--- src/rtl/spi_fifo_pkg.sv ---
package spi_fifo_pkg;

    localparam int DATA_W = 32;
    localparam int ADDR_W = 8;

    typedef enum logic [ADDR_W-1:0] {
        A_TX_FLAG = 8'h00,
        A_TX_EN   = 8'h04,
        A_TX_CLR  = 8'h08,
        A_RX_FLAG = 8'h10,
        A_RX_EN   = 8'h14,
        A_RX_CLR  = 8'h18,
        A_STATUS  = 8'h20,
        A_CFG     = 8'h24,
        A_TX_DATA = 8'h28,
        A_RX_DATA = 8'h2C
    } reg_addr_e;

    // Flag bit positions shared by flag and enable registers
    localparam int FB_FULL  = 0;
    localparam int FB_EMPTY = 1;
    localparam int FB_THR   = 5;
    localparam int FB_REL   = 6;
    localparam logic [DATA_W-1:0] FLAG_MASK = 32'h0000_0063;

    // Status word field positions
    localparam int STAT_RX_LSB = 8;
    localparam int STAT_TX_LSB = 16;

    // Configuration flush bit positions
    localparam int CFG_FLUSH_RX = 11;
    localparam int CFG_FLUSH_TX = 12;

    typedef struct packed {
        logic [1:0] wcode;
        logic [3:0] tx_thr;
        logic [3:0] rx_thr;
    } cfg_t;

    localparam cfg_t CFG_RESET = '{wcode: 2'd3, tx_thr: 4'd0, rx_thr: 4'd0};

    function automatic cfg_t word_to_cfg(input logic [DATA_W-1:0] w);
        cfg_t c;
        c.rx_thr = w[3:0];
        c.tx_thr = w[7:4];
        c.wcode  = w[9:8];
        return c;
    endfunction

    function automatic logic [DATA_W-1:0] cfg_to_word(input cfg_t c);
        return {22'b0, c.wcode, c.tx_thr, c.rx_thr};
    endfunction

    function automatic logic [DATA_W-1:0] width_mask(input logic [1:0] code);
        logic [DATA_W-1:0] m;
        m = '1;
        return m >> (8 * (3 - int'(code)));
    endfunction

endpackage

--- src/rtl/sfq_queue.sv ---
module sfq_queue #(
    parameter int DEPTH = 16,
    parameter int W     = 32
) (
    input  logic                          clk,
    input  logic                          rst,
    input  logic                          flush,
    input  logic                          push,
    input  logic [W-1:0]                  push_data,
    input  logic                          pop,
    output logic [W-1:0]                  head_data,
    output logic [$clog2(DEPTH+1)-1:0]    count,
    output logic                          full,
    output logic                          empty
);
    localparam int AW = (DEPTH > 1) ? $clog2(DEPTH) : 1;
    localparam int CW = $clog2(DEPTH+1);

    logic [W-1:0]  mem [DEPTH];
    logic [AW-1:0] wp, rp;
    logic          do_push, do_pop;

    function automatic logic [AW-1:0] bump(input logic [AW-1:0] p);
        return (p == AW'(DEPTH-1)) ? '0 : p + AW'(1);
    endfunction

    assign full    = (count == CW'(DEPTH));
    assign empty   = (count == '0);
    assign do_push = push && !full;
    assign do_pop  = pop && !empty;

    always_ff @(posedge clk) begin
        if (rst || flush) begin
            wp    <= '0;
            rp    <= '0;
            count <= '0;
        end else begin
            if (do_push) wp <= bump(wp);
            if (do_pop)  rp <= bump(rp);
            case ({do_push, do_pop})
                2'b10:   count <= count + CW'(1);
                2'b01:   count <= count - CW'(1);
                default: count <= count;
            endcase
        end
    end

    always_ff @(posedge clk) begin
        if (do_push && !flush) mem[wp] <= push_data;
    end

    assign head_data = empty ? '0 : mem[rp];

    p_count_bound_r1: assert property (@(posedge clk) disable iff (rst)
        int'(count) <= DEPTH);

    p_full_push_ignored_r3: assert property (@(posedge clk) disable iff (rst)
        (full && push && !pop && !flush) |=> full);

    p_empty_pop_ignored_r4: assert property (@(posedge clk) disable iff (rst)
        (empty && pop && !push) |=> empty);

    p_flush_empties_r11: assert property (@(posedge clk) disable iff (rst)
        flush |=> empty);

endmodule

--- src/rtl/sfq_flags.sv ---
module sfq_flags
    import spi_fifo_pkg::*;
#(
    parameter bit IS_RX = 1'b0,
    parameter int CW    = 5
) (
    input  logic              clk,
    input  logic              rst,
    input  logic [CW-1:0]     count,
    input  logic [3:0]        thr,
    input  logic              full,
    input  logic              empty,
    input  logic              rel_pulse,
    input  logic              en_we,
    input  logic              clr_we,
    input  logic [DATA_W-1:0] wdata,
    output logic [DATA_W-1:0] flags,
    output logic [DATA_W-1:0] enables,
    output logic              irq
);
    logic rel_q;
    logic thr_hit;

    generate
        if (IS_RX) begin : g_rx_thr
            assign thr_hit = int'(count) >= int'(thr);
        end else begin : g_tx_thr
            assign thr_hit = int'(count) <= int'(thr);
        end
    endgenerate

    always_ff @(posedge clk) begin
        if (rst) begin
            enables <= '0;
            rel_q   <= 1'b0;
        end else begin
            if (en_we) enables <= wdata & FLAG_MASK;
            if (rel_pulse)
                rel_q <= 1'b1;
            else if (clr_we && wdata[FB_REL])
                rel_q <= 1'b0;
        end
    end

    always_comb begin
        flags          = '0;
        flags[FB_FULL] = full;
        flags[FB_EMPTY]= empty;
        flags[FB_THR]  = thr_hit;
        flags[FB_REL]  = rel_q;
    end

    assign irq = |(flags & enables);

    p_rel_sticky_r8: assert property (@(posedge clk) disable iff (rst)
        (rel_q && !(clr_we && wdata[FB_REL])) |=> rel_q);

    p_rel_set_r8: assert property (@(posedge clk) disable iff (rst)
        rel_pulse |=> rel_q);

    p_en_mask_r10: assert property (@(posedge clk) disable iff (rst)
        (enables & ~FLAG_MASK) == '0);

    p_full_not_empty_r6: assert property (@(posedge clk) disable iff (rst)
        !(full && empty));

endmodule

--- src/rtl/spi_data_fifo.sv ---
module spi_data_fifo
    import spi_fifo_pkg::*;
#(
    parameter int DEPTH = 16
) (
    input  logic              clk,
    input  logic              rst,
    input  logic              reg_wr,
    input  logic              reg_rd,
    input  logic [ADDR_W-1:0] reg_addr,
    input  logic [DATA_W-1:0] reg_wdata,
    output logic [DATA_W-1:0] reg_rdata,
    input  logic              eng_tx_pop,
    output logic [DATA_W-1:0] eng_tx_data,
    output logic              eng_tx_avail,
    input  logic              eng_rx_push,
    input  logic [DATA_W-1:0] eng_rx_data,
    output logic              eng_rx_space,
    input  logic              eng_slave_rel,
    output logic              irq_tx,
    output logic              irq_rx
);
    localparam int CW = $clog2(DEPTH+1);

    cfg_t              cfg_q;
    logic [DATA_W-1:0] mask;
    logic              cfg_we, flush_tx, flush_rx;
    logic              tx_push, rx_pop;
    logic [CW-1:0]     tx_cnt, rx_cnt;
    logic              tx_full, tx_empty, rx_full, rx_empty;
    logic [DATA_W-1:0] rx_head;
    logic [DATA_W-1:0] tx_flags, tx_en, rx_flags, rx_en;

    assign mask     = width_mask(cfg_q.wcode);
    assign cfg_we   = reg_wr && (reg_addr == A_CFG);
    assign flush_tx = cfg_we && reg_wdata[CFG_FLUSH_TX];
    assign flush_rx = cfg_we && reg_wdata[CFG_FLUSH_RX];
    assign tx_push  = reg_wr && (reg_addr == A_TX_DATA);
    assign rx_pop   = reg_rd && (reg_addr == A_RX_DATA);

    always_ff @(posedge clk) begin
        if (rst)         cfg_q <= CFG_RESET;
        else if (cfg_we) cfg_q <= word_to_cfg(reg_wdata);
    end

    sfq_queue #(.DEPTH(DEPTH), .W(DATA_W)) u_txq (
        .clk       (clk),
        .rst       (rst),
        .flush     (flush_tx),
        .push      (tx_push),
        .push_data (reg_wdata & mask),
        .pop       (eng_tx_pop),
        .head_data (eng_tx_data),
        .count     (tx_cnt),
        .full      (tx_full),
        .empty     (tx_empty)
    );

    sfq_queue #(.DEPTH(DEPTH), .W(DATA_W)) u_rxq (
        .clk       (clk),
        .rst       (rst),
        .flush     (flush_rx),
        .push      (eng_rx_push),
        .push_data (eng_rx_data & mask),
        .pop       (rx_pop),
        .head_data (rx_head),
        .count     (rx_cnt),
        .full      (rx_full),
        .empty     (rx_empty)
    );

    sfq_flags #(.IS_RX(1'b0), .CW(CW)) u_txf (
        .clk       (clk),
        .rst       (rst),
        .count     (tx_cnt),
        .thr       (cfg_q.tx_thr),
        .full      (tx_full),
        .empty     (tx_empty),
        .rel_pulse (eng_slave_rel),
        .en_we     (reg_wr && (reg_addr == A_TX_EN)),
        .clr_we    (reg_wr && (reg_addr == A_TX_CLR)),
        .wdata     (reg_wdata),
        .flags     (tx_flags),
        .enables   (tx_en),
        .irq       (irq_tx)
    );

    sfq_flags #(.IS_RX(1'b1), .CW(CW)) u_rxf (
        .clk       (clk),
        .rst       (rst),
        .count     (rx_cnt),
        .thr       (cfg_q.rx_thr),
        .full      (rx_full),
        .empty     (rx_empty),
        .rel_pulse (eng_slave_rel),
        .en_we     (reg_wr && (reg_addr == A_RX_EN)),
        .clr_we    (reg_wr && (reg_addr == A_RX_CLR)),
        .wdata     (reg_wdata),
        .flags     (rx_flags),
        .enables   (rx_en),
        .irq       (irq_rx)
    );

    assign eng_tx_avail = !tx_empty;
    assign eng_rx_space = !rx_full;

    always_comb begin
        case (reg_addr)
            A_TX_FLAG: reg_rdata = tx_flags;
            A_TX_EN:   reg_rdata = tx_en;
            A_RX_FLAG: reg_rdata = rx_flags;
            A_RX_EN:   reg_rdata = rx_en;
            A_STATUS:  reg_rdata = (DATA_W'(rx_cnt) << STAT_RX_LSB)
                                 | (DATA_W'(tx_cnt) << STAT_TX_LSB);
            A_CFG:     reg_rdata = cfg_to_word(cfg_q);
            A_RX_DATA: reg_rdata = rx_head;
            default:   reg_rdata = '0;
        endcase
    end

    p_tx_data_width_r5: assert property (@(posedge clk) disable iff (rst)
        (tx_push && !tx_full && tx_empty && !flush_tx && !eng_tx_pop)
        |=> ((eng_tx_data & ~$past(mask)) == '0));

    p_avail_tracks_r2: assert property (@(posedge clk) disable iff (rst)
        (!eng_tx_avail && !tx_push) |=> !eng_tx_avail);

endmodule

--- config.mk ---
export PLATFORM = sky130hd
export DESIGN_NAME = spi_data_fifo
export DESIGN_NICKNAME = d
export VERILOG_FILES = /design/src/rtl/spi_fifo_pkg.sv /design/src/rtl/sfq_queue.sv /design/src/rtl/sfq_flags.sv /design/src/rtl/spi_data_fifo.sv
export SDC_FILE = /design/constraint.sdc
export NUM_CORES = 1
export LEC_CHECK = 0
export CAP_MARGIN = 20
export CORE_MARGIN = 5
export CORE_UTILIZATION = 35
export CTS_BUF_LIST = sky130_fd_sc_hd__clkbuf_16
export DETAILED_ROUTE_END_ITERATION = 12
export HOLD_SLACK_MARGIN = 0.12
export PLACE_DENSITY = 0.54
export SKIP_LAST_GASP = 1
export SYNTH_ARGS = -nofsm -noshare
export SYNTH_HDL_FRONTEND = slang
export SYNTH_SLANG_ARGS = --single-unit
--- constraint.sdc ---
create_clock -name clk -period 5.38 [get_ports clk]
set_input_delay 1.076 -clock clk [delete_from_list [all_inputs] [get_ports clk]]
set_output_delay 1.076 -clock clk [all_outputs]
set_load 0.02 [all_outputs]
==> results of run 1 <==
cell usage in the layout, fill, tap and decap left out, types with 6 or more instances in the layout:
cell	instances
bufinv_16	6
and2_2	16
clkinv_2	16
o22ai_1	36
nor2_4	13
clkinv_1	29
nor3_1	7
dfxtp_1	46
edfxtp_1	1024
xor2_1	7
mux2i_1	95
nand2b_1	7
ha_1	26
a21oi_1	37
o21ai_0	28
clkbuf_16	112
a221oi_1	18
nor2b_1	38
nand3_1	14
mux4_2	254
buf_12	20
a22o_1	17
clkdlybuf4s50_1	135
buf_4	68
inv_1	53
nand2_1	56
and3_1	19
dfxtp_4	6
a211oi_1	31
and2_1	16
nor2_1	33
final cells by class:
class,count,area [um2]
inverter,24,90.1
tap,1612,2020
fill,10500,70200
sequential,1078,31900
timing repair buffer,223,2260
clock inverter,91,576
multi-input combinational,838,9970
clock buffer,112,2800
power groups by stage:
stage / Clock [W] / Sequential (W) / Combinational [W]
6_report: 0.00715 / 0.00924 / 0.000340
5_1_grt: 0.00770 / 0.00924 / 0.000369
4_1_cts: 0.00733 / 0.00924 / 0.000347
3_5_place_dp: 0 / 0.00942 / 0.000345
3_3_place_gp: 0 / 0.00941 / 0.000333
2_1_floorplan: 0 / 0.00941 / 0.000154
routing by layer:
| metal | up-vias | share of wire (%) |
|---|---|---|
| met2 | 517 | 51 |
| met5 | - | 0 |
| met3 | 137 | 4.6 |
| met4 | 0 | 1.6 |
| li1 | 8977 | - |
| met1 | 11100 | 43 |
worst max path at each step:
| stage | from | to | slack, ns | cells after the start |
|---|---|---|---|---|
| final | u_txq.count[1] | eng_tx_data[9] | 0.34 | 7 |
| after global routing | flip-flop | reg_rdata[8] | 0.14 | 6 |
| after CTS | flip-flop | reg_rdata[0] | 0.18 | 6 |
| after detailed placement | reg_addr[7] | u_rxq.count[4] | 0.19 | 13 |
| after global placement | reg_addr[3] | u_rxq.count[4] | 0.19 | 13 |
| after floorplan | reg_addr[2] | u_rxq.mem[3][0] | 0.85 | 5 |
worst min-delay path, stage by stage (launching register included):
cell     delay (ns)
dfxtp_1        0.31
nand2_1        0.05
a21oi_1        0.06
registers in the layout (all words and copies together) (netlist names), named ones only:
| signal | flops |
|---|---|
| cfg_q | 10 |
| u_rxf.enables | 4 |
| u_rxf.rel_q | 1 |
| u_rxq.count | 5 |
| u_rxq.mem | 512 |
| u_rxq.rp | 4 |
| u_rxq.wp | 4 |
| u_txf.enables | 4 |
| u_txf.rel_q | 1 |
| u_txq.count | 5 |
| u_txq.mem | 512 |
| u_txq.rp | 4 |
| u_txq.wp | 4 |
synthesized netlist by cell type, types with 18 or more instances:
cell type and count:
a21oi_1 37, nor2b_1 38, mux4_2 254, dfxtp_1 54, mux2i_1 95, clkbuf_1 61
and2_1 32, and3_1 19, a211oi_1 31, ha_1 26, inv_1 23, buf_2 30
nor2_1 46, edfxtp_1 1024, a221oi_1 18, o21ai_0 28, o22ai_1 36, nand2_1 56
buf_1 21
cell families (layout without fill, tap and decap cells):
family          Yosys count  count (layout)  share of synthesized area (%)
flops                  1078            1078                           75.4
simple gates            254             254                           3.17
buf+inv                 137             450                           1.32
fa+ha+maj                27              27                          0.818
compound gates          194             194                           3.15
mux                     354             354                           15.9
xor+xnor                  9               9                          0.187
metrics by stage:
step | setup WS, ns | std cells | cell area, um2 | util (%)
6_report | 0.343 | 3978 | 49600 | 41.4
4_1_cts | 0.184 | 3978 | 49600 | 41.4
2_1_floorplan | 0.849 | 2053 | 42200 | -
3_5_place_dp | 0.193 | 3775 | 46200 | 38.6
3_3_place_gp | 0.186 | 3775 | 46200 | 38.6
5_1_grt | 0.137 | 3978 | 49600 | 41.4
==> impl_summary.txt, run 1 <==
----------------------------------------------------
[Global routing]
  Maximum number of pins on one net before global-route repair ... 62
  First-pass GRT wire length ... about 160 mm
  Most used routing layer in global routing ... met2
  Met2 usage ... 29.0%
  Antenna violations before repair ... 4
  Met3 track utilization from global routing ... roughly 3.0%
  Gr ovfl total ... 0
  Total GRT Usage ... between 15 and 20%
  Met1 Resource Use GR ... 22.2%
  Vias in the first global route ... 22,200

[Routing]
  Iter 0 DRT Violations ... 1,742
  Wire length after detailed routing ... 107 mm
  Length of the first detailed-routing pass in iterations ... 5
  Post-detailed-route count of antenna-violating nets ... 0
  Wire per inst ... 26.8 um
  Vias per std cell ... 5.22
  Routed vias ... 20,800
  DRC violation count after routing ... 0

[Timing]
  Worst-case hold slack ... 0.468 ns
  Worst clock skew ... approximately 0.017 ns
  Actual transition at the worst max-transition pin ... 1.05 ns
  Setup_tns ... 0 ns
  Peak clock frequency supported by timing ... 199 MHz
  Number of hold violations in the final report ... 0
  Worst max-slew margin expressed relative to the limit ... 29.7%
  Clock period minus final worst setup slack ... 5.04 ns
  Share of the cycle needed by the critical path after routing ... 93.6%
  Endpoints failing setup ... 0
  Setup repair after global routing missed its margin ... false
  Pins over their slew limit ... 0

[Worst setup path]
  Worst r2r src ... u_rxq.count[1]
  Cell repeated most along the worst path ... buf_4
  Cell family contributing the most delay on the critical path ... buffers and inverters
  Crit path max fanout ... 23
  Highest-delay cell along the critical path ... dfxtp_1
  Category of the worst setup path launch point ... flip-flop
  Worst flop-to-flop path endpoint ... u_rxq.count[4]
  Count of cells along the worst register-to-register path ... 12
  Count of buffer and inverter cells on the critical path ... 3
  Kind of end point of the critical path ... output pin
  Delay of the slowest cell on the worst path ... 0.66 ns
  Slack of the worst reg-to-reg path ... 1.50 ns
  WS Path Type ... flip-flop to output pin
  Worst path arrival time ... 3.96 ns
  List of cells traversed by the critical path ... nor4_1, buf_4, nand2b_1, nand2b_2, buf_4, o22ai_1, clkdlybuf4s50_1
  Critical path data required time ... 4.30 ns

[Power]
  Proportion of power drawn by the clock network ... 42.7%
  Static leakage ... around 15 nW
  Net Switching ... 0.00335 W
  Sequential Power Share ... 55.2%
  Switching part of the total power ... 20.0%
  VDD IR max ... 0.266 mV
  Combinational group share of total power ... 2.0%
  Internal Pwr Total ... 0.0134 W
  Ratio of total power to cell area ... 338 nW/um2
  Overall power consumption ... 0.0167 W

[Clocking]
  Inserted Clock Buffers ... 111
  Number of post-CTS setup repair buffers ... 0
  Number of clock sinks ... 1,078
  Insertion delay of the later-clocked pin in the worst-skew pair ... 0.68 ns
  Hold buffer count at cts ... 0
  Max Root-Sink Buffers ... 3
  Post-cts gate resize count ... 0
  Clock tree from TritonCTS ... yes
  CTS H-tree depth ... 3
  Buffer type at the clock tree root ... clkbuf_16
  CTS clk-pin slew, worst paths ... 0.06 ns

[Synth]
  Area of the mapped netlist ... 42,200 um2
  Yosys synthesis warning count ... 0
  Asr flop ratio synth ... 0%
  Most frequently used flop master after synthesis ... edfxtp_1
  Total nets after synthesis ... 2,159
  Gate count of the mapped netlist ... about 2,100
  Leading area contributor after synthesis ... edfxtp_1
  Sequential area share after synthesis ... 75.4%
  Top cell type's share of synthesized area ... 72.9%
  Synth cell types ... 57
  Number of enable-type register cells in the synthesized netlist ... 1,024
  Main area contributors after synthesis ... edfxtp_1, mux4_2, dfxtp_1, mux2i_1, ha_1
  Post-synthesis average cell area ... 20.6 um2
  Synthesis-stage register bit count ... 1,078

[Die]
  Die Span Y ... 357 um
  Starting density of the core ... 35.2%
  Die area ... 128,000 um2
  Die width ... approximately 360 um
  Cell Rows ... 127
  Total I/O pin count ... around 150
  Area inside the core boundary ... 120,000 um2

[Job]
  Max-cap viol count ... 0

[Worst hold path]
  Worst hold start ... cfg_q[6]
  Hold crit path type ... flip-flop to flip-flop
  Number of cells on the worst hold path ... 2
  Capture endpoint of the worst hold path ... cfg_q[6]

[Cells and area]
  Number of nets at the end of the flow ... between 2,000 and 2,500
  Share of final-layout standard cells stronger than drive strength 1 ... between 20% and 30%
  Layout area overhead ... 17.4%
  Total inserted antenna cells ... 0

[Outcome]
  Result of the run ... completed

[Placement]
  DP Wirelength ... 60.6 mm
  Final weighted congestion in routability-driven placement ... 0.769
  Port Buffers ... 146

----------------------------------------------------
Note: power is estimated with default switching activity, not from simulation.
==> inputs of run 2 (changes only) <==
- CELL_PAD_IN_SITES_DETAIL_PLACEMENT: not set -> 1
- CELL_PAD_IN_SITES_GLOBAL_PLACEMENT: not set -> 1
- GPL_ROUTABILITY_DRIVEN: not set -> 0
- PLACE_DENSITY: 0.54 -> 0.59
==> impl_summary.txt, run 2 (synthesized netlist as in run 1, its figures left out) <==
----------------------------------------------------
[Timing]
  Actual transition at the worst max-transition pin ... 1.12 ns (was 1.05 ns)
  Setup repair after global routing missed its margin ... false (unchanged)
  Share of the cycle needed by the critical path after routing ... 96.4% (was 93.6%)
  Endpoints failing setup ... 0 (unchanged)
  Worst max-slew margin expressed relative to the limit ... 25.1% (was 29.7%)
  Number of hold violations in the final report ... 0 (unchanged)
  Worst clock skew ... 0.0184 ns (was 0.0166 ns)
  Setup_tns ... 0 ns (unchanged)
  Clock period minus final worst setup slack ... 5.19 ns (was 5.04 ns)
  Worst-case hold slack ... 0.474 ns (was 0.468 ns)
  Peak clock frequency supported by timing ... 193 MHz (was 199 MHz)
  Pins over their slew limit ... 0 (unchanged)

[Routing]
  DRC violation count after routing ... 0 (unchanged)
  Wire length after detailed routing ... 110 mm (was 107 mm)
  Iter 0 DRT Violations ... 1,740 (was 1,742)
  Routed vias ... 21,100 (was 20,800)
  Vias per std cell ... 5.29 (was 5.22)
  Wire per inst ... 27.7 um (was 26.8 um)
  Post-detailed-route count of antenna-violating nets ... 0 (unchanged)
  Length of the first detailed-routing pass in iterations ... 5 (unchanged)

[Clocking]
  Insertion delay of the later-clocked pin in the worst-skew pair ... 0.67 ns (was 0.68 ns)
  Buffer type at the clock tree root ... clkbuf_16 (unchanged)
  Number of post-CTS setup repair buffers ... 0 (unchanged)
  Hold buffer count at cts ... 0 (unchanged)
  Number of clock sinks ... 1,078 (unchanged)
  Clock tree from TritonCTS ... yes (unchanged)
  Post-cts gate resize count ... 0 (unchanged)
  CTS H-tree depth ... 3 (unchanged)
  Inserted Clock Buffers ... 110 (was 111)
  CTS clk-pin slew, worst paths ... 0.06 ns (about the same)
  Max Root-Sink Buffers ... 3 (unchanged)

[Worst setup path]
  Critical path data required time ... 4.30 ns (about the same)
  Category of the worst setup path launch point ... input port (was flip-flop)
  Worst path arrival time ... 4.11 ns (was 3.96 ns)
  Crit path max fanout ... 32 (was 23)
  WS Path Type ... input port to output pin (was flip-flop to output pin)
  Kind of end point of the critical path ... output pin (unchanged)
  Count of cells along the worst register-to-register path ... 11 (was 12)

[Cells and area]
  Commonest non-fill, non-tap cells in the layout ... edfxtp_1, mux4_2, clkdlybuf4s50_1, clkbuf_16, mux2i_1 (unchanged)
  Top flop regs ... u_rxq.mem (512), u_txq.mem (512), cfg_q (10) (unchanged)
  Layout area overhead ... 17.9% (was 17.4%)
  Number of nets at the end of the flow ... 2,394 (was 2,382)
  Share of final-layout standard cells stronger than drive strength 1 ... 22.7% (was 22.8%)
  Leading cell type in the layout, fill and taps excluded ... edfxtp_1 (unchanged)

[Die]
  Total I/O pin count ... 147 (unchanged)
  Die area ... 128,000 um2 (unchanged)
  Die width ... 357 um (unchanged)
  Die Span Y ... 357 um (unchanged)
  Area inside the core boundary ... 120,000 um2 (unchanged)
  Starting density of the core ... 35.2% (unchanged)
  Cell Rows ... 127 (unchanged)

[Global routing]
  First-pass GRT wire length ... 160 mm (was 155 mm)
  Antenna violations before repair ... 14 (was 4)
  Maximum number of pins on one net before global-route repair ... 58 (was 62)
  Vias in the first global route ... 22,600 (was 22,200)
  Total GRT Usage ... 17.1% (was 16.7%)
  Gr ovfl total ... 0 (unchanged)

[Power]
  Ratio of total power to cell area ... 336 nW/um2 (was 338 nW/um2)
  Sequential Power Share ... 55.2% (about the same)
  VDD IR max ... 0.277 mV (was 0.266 mV)
  Net Switching ... 0.00333 W (was 0.00335 W)
  Proportion of power drawn by the clock network ... 42.7% (about the same)
  Static leakage ... 15.2 nW (was 15.1 nW)
  Switching part of the total power ... 19.9% (was 20.0%)
  Combinational group share of total power ... 2.1% (was 2.0%)
  Internal Pwr Total ... 0.0134 W (about the same)

[Job]
  Max-cap viol count ... 0 (unchanged)

[Placement]
  Port Buffers ... 146 (unchanged)
  DP Wirelength ... 64.9 mm (was 60.6 mm)

[Worst hold path]
  Hold crit path type ... flip-flop to flip-flop (unchanged)
  Number of cells on the worst hold path ... 2 (unchanged)

[Outcome]
  Result of the run ... completed (unchanged)

----------------------------------------------------
## run 2: cell count changes in the layout (fill, tap and decap cells not counted), moves of 2 or more
cell,delta
clkdlybuf4s50_1,+4
inv_1,+7
buf_12,+7
buf_4,+2
diode_2,+3
clkinv_4,-3
clkinv_2,-5
## run 2: cell type report
type                    count  area (um2)
diodes                      3        7.51
clock buffers             113        2830
clock inverters            89         531
fillers                 11400       70100
inverters                  24        90.1
multi-input cells         838        9960
flip-flops and latches   1078       31900
well taps                1612        2020
repair buffers            236        2460
## run 2: worst max-delay path: stages
cell	delay (ns)
clkdlybuf4s50_1	0.46
or4b_1	0.56
a2111o_2	0.80
a221oi_1	0.41
or3_1	0.19
clkdlybuf4s50_1	0.61
## run 2: worst paths after layout
check	end	from	slack, ns
setup / recovery	reg_rdata[5]	reg_addr[7]	0.19
hold / removal	cfg_q[6]	cfg_q[6]	0.47
setup reg to reg	u_rxq.count[4]	u_rxq.count[1]	1.55
hold reg to reg	cfg_q[6]	cfg_q[6]	0.47
## run 2: through the flow
| stage | std cells | util [%] | total power, W | area (um2) | setup slack (ns) |
|---|---|---|---|---|---|
| 4_1_cts | 3989 | 41.5 | 0.0169 | 49700 | 0.159 |
| 5_1_grt | 3991 | 41.5 | 0.0173 | 49700 | 0.0971 |
| 6_report | 3993 | 41.5 | 0.0167 | 49700 | 0.193 |
| 2_1_floorplan | 2053 | - | 0.00957 | 42200 | 0.849 |
| 3_5_place_dp | 3787 | 38.7 | 0.00978 | 46400 | 0.163 |
| 3_3_place_gp | 3787 | 38.7 | 0.00975 | 46400 | 0.252 |
## run 2: power by group through the flow
| stage | combinational, W | sequential, W | clock (W) |
|---|---|---|---|
| after global placement | 0.000341 | 0.00941 | 0 |
| after floorplan | 0.000154 | 0.00941 | 0 |
| after global routing | 0.000383 | 0.00924 | 0.00770 |
| after CTS | 0.000359 | 0.00924 | 0.00733 |
| final | 0.000353 | 0.00924 | 0.00714 |
| after detailed placement | 0.000358 | 0.00942 | 0 |
## run 2: per-layer routing
layer	wire length (um)	track usage, %
met1	45900	22.6
met3	5580	2.76
met4	2430	4.20
met2	56600	29.8
met5	0	0
